## config.mk

```make
export PLATFORM = sky130hd
export DESIGN_NAME = disp_timing_gen
export DESIGN_NICKNAME = d
export VERILOG_FILES = /design/src/rtl/disp_timing_gen.sv
export SDC_FILE = /design/constraint.sdc
export NUM_CORES = 1
export LEC_CHECK = 0
export ABC_AREA = 1
export CORE_MARGIN = 10
export CORE_UTILIZATION = 25
export CTS_CLUSTER_DIAMETER = 120
export DETAILED_ROUTE_END_ITERATION = 8
export GPL_TIMING_DRIVEN = 0
export HOLD_SLACK_MARGIN = 0.02
export PLACE_DENSITY = 0.4
export SLEW_MARGIN = 20
export SYNTH_ARGS = -nofsm -noshare
export SYNTH_HDL_FRONTEND = slang
export SYNTH_SLANG_ARGS = --single-unit
```

## constraint.sdc

```tcl
create_clock -name clk -period 6.3 [get_ports clk]
set_input_delay 1.26 -clock clk [delete_from_list [all_inputs] [get_ports clk]]
set_output_delay 1.26 -clock clk [all_outputs]
set_load 0.005 [all_outputs]
```

## src/rtl/disp_timing_gen.sv

```systemverilog
module disp_timing_gen #(
  parameter int CW = 12,
  parameter int FW = 32
) (
  input  logic          clk,
  input  logic          rst_n,
  input  logic          srst,
  input  logic          en,
  input  logic          cmd_mode,
  input  logic          interlace,
  input  logic          trig_hw,
  input  logic          te,
  input  logic          sw_trig,
  input  logic          irq_clr,
  input  logic [CW-1:0] hsw,
  input  logic [CW-1:0] hbp,
  input  logic [CW-1:0] hact,
  input  logic [CW-1:0] hfp,
  input  logic [CW-1:0] vsw,
  input  logic [CW-1:0] vbp,
  input  logic [CW-1:0] vact,
  input  logic [CW-1:0] vfp,
  output logic          hsync,
  output logic          vsync,
  output logic          de,
  output logic [CW-1:0] px,
  output logic [CW-1:0] py,
  output logic [FW-1:0] frame_cnt,
  output logic [1:0]    vphase,
  output logic          cmd_busy,
  output logic          field,
  output logic          stopped,
  output logic          irq_pend
);
  localparam logic [1:0] PH_S = 2'd0, PH_B = 2'd1, PH_A = 2'd2, PH_F = 2'd3;

  logic          run, cmd_q, ilace_q, te_q;
  logic [CW-1:0] s_hsw, s_hbp, s_hact, s_hfp, s_vsw, s_vbp, s_vact, s_vfp;
  logic [1:0]    hph, vph;
  logic [CW-1:0] hcnt, vcnt, hlen, vlen;

  always_comb begin
    case (hph)
      PH_S:    hlen = s_hsw;
      PH_B:    hlen = s_hbp;
      PH_A:    hlen = s_hact;
      default: hlen = s_hfp;
    endcase
    case (vph)
      PH_S:    vlen = s_vsw;
      PH_B:    vlen = s_vbp;
      PH_A:    vlen = s_vact;
      default: vlen = s_vfp;
    endcase
  end

  wire h_last     = hcnt == hlen;
  wire v_last     = vcnt == vlen;
  wire line_end   = run && h_last && hph == PH_F;
  wire frame_end  = line_end && v_last && vph == PH_F;
  wire act_done   = line_end && v_last && vph == PH_A;
  wire te_rise    = te && !te_q;
  wire trig       = trig_hw ? te_rise : sw_trig;
  wire start_idle = !run && en && (cmd_mode ? trig : 1'b1);
  wire restart    = frame_end && en && !cmd_mode && !cmd_q;
  wire new_frame  = start_idle || restart;

  always_ff @(posedge clk or negedge rst_n) begin
    if (!rst_n) begin
      run <= 1'b0; cmd_q <= 1'b0; ilace_q <= 1'b0; te_q <= 1'b0;
      s_hsw <= '0; s_hbp <= '0; s_hact <= '0; s_hfp <= '0;
      s_vsw <= '0; s_vbp <= '0; s_vact <= '0; s_vfp <= '0;
      hph <= PH_S; vph <= PH_S; hcnt <= '0; vcnt <= '0;
      frame_cnt <= '0; field <= 1'b0; irq_pend <= 1'b0;
    end else begin
      te_q <= te;
      if (srst) begin
        run <= 1'b0; hph <= PH_S; vph <= PH_S; hcnt <= '0; vcnt <= '0;
        frame_cnt <= '0; field <= 1'b0; irq_pend <= 1'b0;
      end else begin
        if (new_frame) begin
          run     <= 1'b1;
          cmd_q   <= cmd_mode;
          ilace_q <= interlace;
          s_hsw <= hsw; s_hbp <= hbp; s_hact <= hact; s_hfp <= hfp;
          s_vsw <= vsw; s_vbp <= vbp; s_vact <= vact; s_vfp <= vfp;
          hph  <= PH_S; hcnt <= '0; vcnt <= '0;
          vph  <= cmd_mode ? PH_B : PH_S;
          frame_cnt <= frame_cnt + FW'(1);
          field <= (restart && interlace && ilace_q) ? ~field : 1'b0;
        end else if (run) begin
          if (frame_end) begin
            run <= 1'b0; hph <= PH_S; vph <= PH_S;
            hcnt <= '0; vcnt <= '0; field <= 1'b0;
          end else if (h_last) begin
            hcnt <= '0;
            hph  <= hph + 2'd1;
            if (hph == PH_F) begin
              if (v_last) begin
                vcnt <= '0;
                vph  <= vph + 2'd1;
              end else begin
                vcnt <= vcnt + CW'(1);
              end
            end
          end else begin
            hcnt <= hcnt + CW'(1);
          end
        end
        if (act_done && !(ilace_q && field)) irq_pend <= 1'b1;
        else if (irq_clr)                    irq_pend <= 1'b0;
      end
    end
  end

  assign hsync    = run && !cmd_q && hph == PH_S;
  assign vsync    = run && !cmd_q && vph == PH_S;
  assign de       = run && hph == PH_A && vph == PH_A;
  assign px       = de ? hcnt : '0;
  assign py       = de ? vcnt : '0;
  assign vphase   = run ? vph : PH_S;
  assign cmd_busy = run && cmd_q;
  assign stopped  = !run;
endmodule

```

======== Word level (Yosys, flattened, before mapping) ========
Cells that the tools add are included.
storage, ports and cells
  output and inout port bits .............. 65
  word-level logic and storage cells ...... 121
  input bits .............................. 106
  flip-flop bits (word level) ............. 162
cells by class
  reductions and logical operators ........ 41
  add/subtract/negate cells ............... 5
  equal/unequal tests ..................... 8
  multiplexer cells ....................... 46
  bitwise logic cells ..................... 2
operator list
  kind                     count
  $mux W12                 14
  $pmux W12 S3             2
  $mux W32                 2
  $add A32 B1 Y32 const B  1
  $mux W2                  13
  $add A12 B1 Y12 const B  2
  $eq A12 B12 Y1           2
  $logic_and A1 B1 Y1      21
  $mux W1                  15
  $reduce_bool A4 Y1       3
  $reduce_bool A3 Y1       3
  $eq A2 B2 Y1 const B     4
  $reduce_and A2 Y1        3
  $logic_not A1 Y1         5
  $add A2 B1 Y2 const B    2
  $eq A2 B1 Y1 const B     2
  $logic_not A2 Y1         2
  $reduce_and A4 Y1        1
  $reduce_and A3 Y1        1
  $not A1 Y1               2
  $reduce_bool A2 Y1       1
  $logic_or A1 B1 Y1       1

======== Longest topological paths before layout ========
Gate-level depths: netlist of run 1.
  depth after elaboration ................. 15
  depth in mapped cells ................... 22
  gate-level depth less buffers ........... 20

======== Worst setup path before layout of run 1 ========
Ideal clock, no wire load.
  kind .................................... reg2out
  start point ............................. register vph[0]
  end point ............................... output py[10]
  arrival time ............................ 1.450 ns
  path buffers ............................ 2
  path slack .............................. 3.590 ns
  cell stages (with the launch flop) ...... 7
  path through ............................ dfrtp_1 -> inv_1 -> ha_1 -> buf_2 -> nand3_1 -> clkbuf_1 -> nor2_1
between the ends
  word-level cells in the longest chain between the ends .. 3
RTL lines
  item                    line  source
  from (decl)             39    logic [1:0] hph, vph;
  from (signal assigned)  88    vph <= cmd_mode ? PH_B : PH_S;
  from (signal assigned)  101   vph <= vph + 2'd1;
  $eq A2 B2 Y1            118   assign de = run && hph == PH_A && vph == PH_A;
  $logic_and A1 B1 Y1     118
  $mux W12                120   assign py = de ? vcnt : '0;
  to (decl)               27    output logic [CW-1:0] py,
Every way passes these cells.

======== Final worst setup path of run 1 ========
  start point ............................. register vph[0]
  end point ............................... output px[10]
between the ends
  word-level cells in the longest chain between the ends .. 3
RTL lines
  item                 line  source
  $eq A2 B2 Y1         118
  $logic_and A1 B1 Y1  118
  $mux W12             119   assign px = de ? hcnt : '0;
  to (decl)            26    output logic [CW-1:0] px,
Every way passes these cells.

==> results of run 1 <==
==> final timing paths <==
path                            cells past startpoint                   from                        end  slack, ns
worst max-delay path                                7     vph[0]$_DFFE_PN0P_                     px[10]       1.59
worst min-delay path                                2  s_hact[3]$_DFFE_PN0P_      s_hact[3]$_DFFE_PN0P_       0.48
worst max register to register                     20     vph[0]$_DFFE_PN0P_       s_hsw[1]$_DFFE_PN0P_       2.56
worst min register to register                      2  s_hact[3]$_DFFE_PN0P_      s_hact[3]$_DFFE_PN0P_       0.48
max in group asynchronous                           2                  rst_n  frame_cnt[24]$_DFFE_PN0P_       4.85
min in group asynchronous                           1                  rst_n       s_vsw[0]$_DFFE_PN0P_       0.72
==> kinds of logic (layout without fill, tap and decap cells) <==
family	count (synthesis)	count (layout)	synth area share [%]
AND/OR/NAND/NOR	920	920	41.5
flip-flops	162	162	44.3
buffers and inverters	147	350	7.12
AO/OA/AOI/OAI	69	69	3.99
XOR/XNOR	14	14	1.34
adder cells (fa/ha/maj)	13	13	1.78
==> through the flow <==
step	instances	TNS, ns
after floorplan	1325	0
after global placement	1963	-580.34
after detailed placement	1965	0
after CTS	1996	0
after global routing	1996	0
final	1996	0
==> cell usage after synthesis (all sizes together) <==
cell,number,area (um2)
o22ai,1,6.26
a31oi,1,6.26
a21oi,14,70.1
xor2,14,123
a21boi,2,15.0
buf,31,216
and3,3,18.8
clkinv,2,7.51
nor2,111,419
o2111ai,1,15.0
or2,15,93.8
nor3b,2,15.0
nand4,34,213
clkbuf,19,71.3
ha,13,163
nand3,110,561
nor4,6,37.5
dfrtp,162,4050
nand2,613,2310
nand3b,1,7.51
o31ai,1,7.51
o21ai,49,245
inv,95,357
nor3,25,125
==> layer usage <==
layer / wire length [um] / track usage [%]
met5: 0 / 0
met4: 512 / 3.82
met3: 1610 / 3.43
met2: 16700 / 26.4
met1: 17500 / 22.4
==> worst reg2reg max path, stage by stage, from the launching register on <==
cell,delay (ns)
dfrtp_1,0.45
inv_1,0.15
ha_1,0.29
buf_2,0.35
nand2_1,0.12
nand3_1,0.10
nand2_1,0.12
nand2_1,0.09
nand2_1,0.05
nand2_1,0.08
nand2_1,0.06
nor2_1,0.16
nand4_1,0.16
nor2_1,0.20
nand3_2,0.15
nand2_2,0.19
nand2_2,0.23
buf_2,0.30
buf_2,0.24
nand2_1,0.09
nand2_1,0.05
==> layout by cell type (no fill, tap or decap), types with 6 or more instances in the layout <==
cell type,n
nor3_1,25
nor4_1,6
buf_6,10
or2_2,6
o21ai_0,46
xor2_1,14
ha_1,13
clkdlybuf4s50_1,169
nor2_1,110
clkbuf_16,17
nand2_1,609
buf_2,20
or2_1,7
inv_1,92
nand4_1,34
dfrtp_1,162
clkbuf_1,20
nand3_1,108
a21oi_1,14
==> power groups by stage <==
stage	combinational [W]	sequential, W	clock [W]
floorplan	0.000534	0.00128	0
global placement	0.000855	0.00133	0
detailed placement	0.000864	0.00133	0
CTS	0.000870	0.00131	0.00119
global route	0.000981	0.00133	0.00124
finish	0.000853	0.00131	0.00116
==> flip-flops by register name (all words and copies together) (netlist names), 2 cells and up <==
name	flops
s_vfp	12
frame_cnt	32
s_hbp	12
vph	2
s_vsw	12
s_hsw	12
s_hfp	12
hph	2
vcnt	12
s_hact	12
hcnt	12
s_vbp	12
s_vact	12
==> final cells by class <==
cell class,count,area [um2],share of cell area [%]
flip-flops and latches,162,4050,33.4
inverters,97,364,3.00
clock inverters,11,178,1.46
multi-input cells,1016,4450,36.7
plain buffers,50,288,2.37
repair buffers,172,1760,14.5
clock buffers,20,457,3.76
well taps,468,586,4.82
==> metrics.md, run 1 <==
| Metric | Value |
|---|---|
| Status | `completed` |
| Placed Area | `11,500 um2` |
| Nets@finish | `1,635` |
| Maxcap violations | `0` |
| Clock Skews | `0.0158 ns` |
| Gate power share | `25.7%` |
| Synthesized cell area | `9160 um2` |
| CTS Buf Count | `17` |
| Peak VDD IR | `0.153 mV` |
| Crit-path max FO | `10` |
| DR WL/cell | `18.2 um` |
| Worst hold slack | `0.476 ns` |
| Min-Delay Path Class | `register to register` |
| Pre-CTS setup slack | `2.05 ns` |
| Initial Util | `25.2%` |
| DRC Markers | `0` |
| Max-slew violations | `0` |
| Gpl congestion | `0.869` |
| Max Freq | `0.212 GHz` |
| Critical-path cell list | `inv_1 -> ha_1 -> buf_2 -> nand3_1 -> clkbuf_1 -> nor2_1 -> clkdlybuf4s50_1` |
| Clock share of power | `34.9%` |
| Largest net degree at the start of global routing | `69` |
| Worst setup SP type | `register` |
| Synthesis-to-layout area growth | `32.6%` |
| Post-route cell area | `12,100 um2` |
| Router iterations before antenna repair | `5` |
| Core Util, Final | `33.4%` |
| 1st-iter DRT viols | `578` |
| Post-CTS setup repair buffer count | `0` |
| Core area | `36,300 um2` |
| WP data required | `5.04 ns` |
| RSZ-0062 raised after global routing | `false` |
| Post-synthesis sequential area ratio | `44.3%` |
| Crit path DAT | `3.45 ns` |
| Fin. Hold Viols | `0` |
| Switch Pwr | `0.00112 W` |
| # setup viols final | `0` |
| Vias in the first global route | `9,210` |
| Syn_nets | `1,444` |
| Via count | `8,975` |
| Tmin final | `4.71 ns` |
| Crit path max-delay cell type | `clkdlybuf4s50_1` |
| PnR worst setup slack | `1.59 ns` |
| Grt total ovfl | `0` |
| Critical Path End Type | `output port` |
| Row count | `70` |
| CTS tree | `yes` |
| CP Buf/Inv Count | `4` |
| Final period utilization | `74.8%` |
| Syn Inst Count | `1,325` |
| GRT Util Overall | `16.5%` |
| Power per cell area | `273 nW/um2` |
| IO buf count | `170` |
| Cts repair resizes | `0` |
| H-tree levels | `4` |
| Slew at the pin with the worst max-slew slack | `0.764 ns` |
| Die Y | `211 um` |
| Clock slew at reported path FFs | `0.07 ns` |
| Skew-Pair Late Insertion Delay | `0.45 ns` |
| Initial antenna violation count | `1` |
| Int Power | `0.00220 W` |
| Layout cells sized above 1 | `5.24%` |
| Clk sinks | `162` |
| Top delay family on crit path | `buffers and inverters` |
| DRT Wirelength | `36,300 um` |
| Fill cell count | `3,954` |
| Synth warn | `0` |
| Sw frac | `33.7%` |
| Antenna Cells | `0` |
| Sequential Power Share | `39.4%` |
| Longest Clk Path Bufs | `2` |
| Slew HR | `49.0%` |
| Final total power | `0.00332 W` |
| Unique masters post-synth | `33` |
| Leakage | `5.64 nW` |
| Mean Syn Cell Area | `6.91 um2` |
| Hold Buf Count CTS | `0` |
| Die width | `211 um` |
| Antenna Nets Post-Route | `0` |
| Vias per cell | `4.50` |
| IO Count | `171` |
| Seq cells post-synth | `162` |
| Hpwl dp | `28,100 um` |
| Critical path type | `register to output port` |
| First-pass GRT wire length | `56,100 um` |
| Root Buffer | `clkbuf_16` |
| Critical Path Max Stage Delay | `0.59 ns` |
| Die area | `44,700 um2` |
Power figures use the tool's default switching activity.
==> inputs of run 2 (changes only) <==
Settings changed: PLACE_DENSITY 0.4 to 0.42.
Clock period 6.3 ns to 4.3 ns, I/O delays scaled along.
==> run 2 against run 1 <==
Effect of this change: first-iteration DRC count increased by 6.7%; via count up 0.77%; cell count stayed put; total power grew 42%; highest routed layer unchanged; critical path depth stayed put; clock skew shrank 0.0038 ns; worst hold slack lost 0.24 ns; non-clock buffer count stayed put; setup slack worse by 1.4 ns; sequential share of layout area increased by 0.15 points; utilization fell by 0.14 points; global-route usage down 0.36 points.
==> metrics.md, run 2 (synthesis gave the netlist of run 1 again) <==
| Metric | Value |
|---|---|
| Worst setup SP type | `register` |
| Maxcap violations | `0 (unchanged)` |
| Nets@finish | `1,635 (unchanged)` |
| Pre-CTS setup slack | `0.419 ns (-1.63 ns)` |
| Critical Path End Type | `output port` |
| Crit-path max FO | `10 (unchanged)` |
| Hpwl dp | `27,400 um (-2.4%)` |
| Initial antenna violation count | `0 (-1)` |
| GRT met2 Usage | `26.1% (-0.23 points)` |
| Critical-path cell list | `inv_1 -> ha_1 -> buf_2 -> nand3_2 -> clkbuf_2 -> nor2_1 -> clkdlybuf4s50_1` |
| Leakage | `5.62 nW (-0.37%)` |
| Fin cells | `1,996 (unchanged)` |
| Clock Skews | `0.0120 ns (-0.00384 ns)` |
| Gpl congestion | `0.878 (+0.98%)` |
| Grt total ovfl | `0 (unchanged)` |
| Met1 usage | `21.5% (-0.90 points)` |
| Router iterations before antenna repair | `5 (unchanged)` |
| Via count | `9,044 (+0.77%)` |
| H-tree levels | `4 (unchanged)` |
| Power per cell area | `390 nW/um2 (+43%)` |
| First-pass GRT wire length | `55,200 um (-1.7%)` |
| Register area | `4050 um2 (unchanged)` |
| Die area | `44,700 um2 (unchanged)` |
| Fill cell count | `3,980 (+0.66%)` |
| Peak VDD IR | `0.226 mV (+48%)` |
| Clock slew at reported path FFs | `0.07 ns (about the same)` |
| Final period utilization | `94.8%` |
| Slew at the pin with the worst max-slew slack | `0.760 ns (-0.00471 ns)` |
| Antenna Nets Post-Route | `0 (unchanged)` |
| IO buf count | `170 (unchanged)` |
| Skew-Pair Late Insertion Delay | `0.45 ns (about the same)` |
| Vias in the first global route | `9,212 (+0.022%)` |
| Layout cells sized above 1 | `5.37% (+0.13 points)` |
| Commonest cells after routing, fill and taps aside | `nand2_1 (609), clkdlybuf4s50_1 (169), dfrtp_1 (162)` |
| CTS tree | `yes` |
| Largest net degree at the start of global routing | `74 (+7.2%)` |
| Max Freq | `0.245 GHz` |
| Die width | `211 um (unchanged)` |
| Row count | `70 (unchanged)` |
| RSZ-0062 raised after global routing | `false` |
| Crit path DAT | `3.22 ns (-0.23 ns)` |
| Die Y | `211 um (unchanged)` |
| Placed insts | `1,965 (unchanged)` |
| Area of the multi-input gates | `4460 um2 (+0.11%)` |
| Busiest grt layer | `met2` |
| Antenna Cells | `0 (unchanged)` |
| GRT Util Overall | `16.2% (-0.36 points)` |
| PnR worst setup slack | `0.224 ns (-1.36 ns)` |
| Critical path type | `register to output port` |
| Tmin final | `4.08 ns` |
| Max-slew violations | `0 (unchanged)` |
| Critical Path Max Stage Delay | `0.58 ns (about the same)` |
| Most flops, register | `frame_cnt` |
| Min-Delay Path Class | `primary input to asynchronous set/reset pin` |
| Slew HR | `49.4% (+0.31 points)` |
| DR WL/cell | `17.8 um (-2.1%)` |
| Largest register FFs | `32 (unchanged)` |
| Fin. Hold Viols | `0 (unchanged)` |
| Crit path max-delay cell type | `clkdlybuf4s50_1` |
| 1st-iter DRT viols | `617 (+6.7%)` |
| CTS Buf Count | `17 (unchanged)` |
| DRT Wirelength | `35,500 um (-2.1%)` |
| Clk sinks | `162 (unchanged)` |
| Longest Clk Path Bufs | `2 (unchanged)` |
| Commonest non-fill, non-tap cell in the layout | `nand2_1` |
| WP data required | `3.44 ns (-1.60 ns)` |
| DRC Markers | `0 (unchanged)` |
| Initial Util | `25.2% (unchanged)` |
| Status | `completed` |
| IO Count | `171 (unchanged)` |
| Core area | `36,300 um2 (unchanged)` |
| # setup viols final | `0 (unchanged)` |
| Met3 usage in global routing | `3.06% (-0.37 points)` |
| Root Buffer | `clkbuf_16` |
| Synthesis-to-layout area growth | `32.0%` |
| Vias per cell | `4.53 (+0.77%)` |
## run 2: area by class of cell
cell class,count,area share (%)
Sequential cell,162,33.5
Tap cell,468,4.84
Timing Repair Buffer,172,14.6
Multi-Input combinational cell,1016,36.9
Buffer,50,2.39
Inverter,97,3.01
Clock inverter,12,1.10
Clock buffer,19,3.66
## run 2: worst max-delay path, delay by kind of cell (launching register included)
family / cells / cell delay (ns)
buffers and inverters: 4 / 1.45
and+or+nand+nor: 2 / 0.55
adders and majority gates: 1 / 0.30
DFF: 1 / 0.46
## run 2: repair_timing
item | CTS | global route
buffers inserted | 0 | 0
setup endpoints to repair | 8 | 8
gates resized for setup | 1 | 1
endpoints found under the hold margin | 0 | 0
hold buffers | 0 | 0
## run 2: final timing paths
| check | slack, ns | endpoint | depth (start not counted) | from |
|---|---|---|---|---|
| worst max-delay path | 0.22 | px[10] | 7 | vph[0]$_DFFE_PN0P_ |
| worst min register to register | 0.48 | s_hbp[9]$_DFFE_PN0P_ | 2 | s_hbp[9]$_DFFE_PN0P_ |
| max in group asynchronous | 3.42 | frame_cnt[19]$_DFFE_PN0P_ | 2 | rst_n |
| worst max register to register | 0.53 | s_hbp[1]$_DFFE_PN0P_ | 20 | vph[0]$_DFFE_PN0P_ |
| min in group clk | 0.48 | s_hbp[9]$_DFFE_PN0P_ | 2 | s_hbp[9]$_DFFE_PN0P_ |
| worst min-delay path | 0.23 | s_vact[4]$_DFFE_PN0P_ | 1 | rst_n |
## run 2: report_power, final
part	total, W	switching [W]	leakage, nW	internal, W
clock	0.00156	0.000689	0.276	0.000870
sequential	0.00191	0.000161	2.10	0.00175
combinational	0.00124	0.000776	3.24	0.000465
total	0.00471	0.00163	5.62	0.00308
## run 2: metrics by stage
stage | total power (W) | hold slack, ns | TNS, ns | utilization, % | instance area (um2)
floorplan | 0.00266 | 0.441 | 0 | - | 9160
global placement | 0.00319 | 0.461 | -840.41 | 31.5 | 11400
detailed placement | 0.00320 | 0.465 | 0 | 31.7 | 11500
CTS | 0.00478 | 0.219 | 0 | 33.2 | 12100
global route | 0.00502 | 0.224 | 0 | 33.3 | 12100
finish | 0.00471 | 0.233 | 0 | 33.3 | 12100
## run 2: layer usage
layer / vias to the layer above / routed length (um)
met5: - / 0
met4: 0 / 647
met3: 29 / 1510
met2: 192 / 16600
met1: 4262 / 16800
li1: 4561 / -
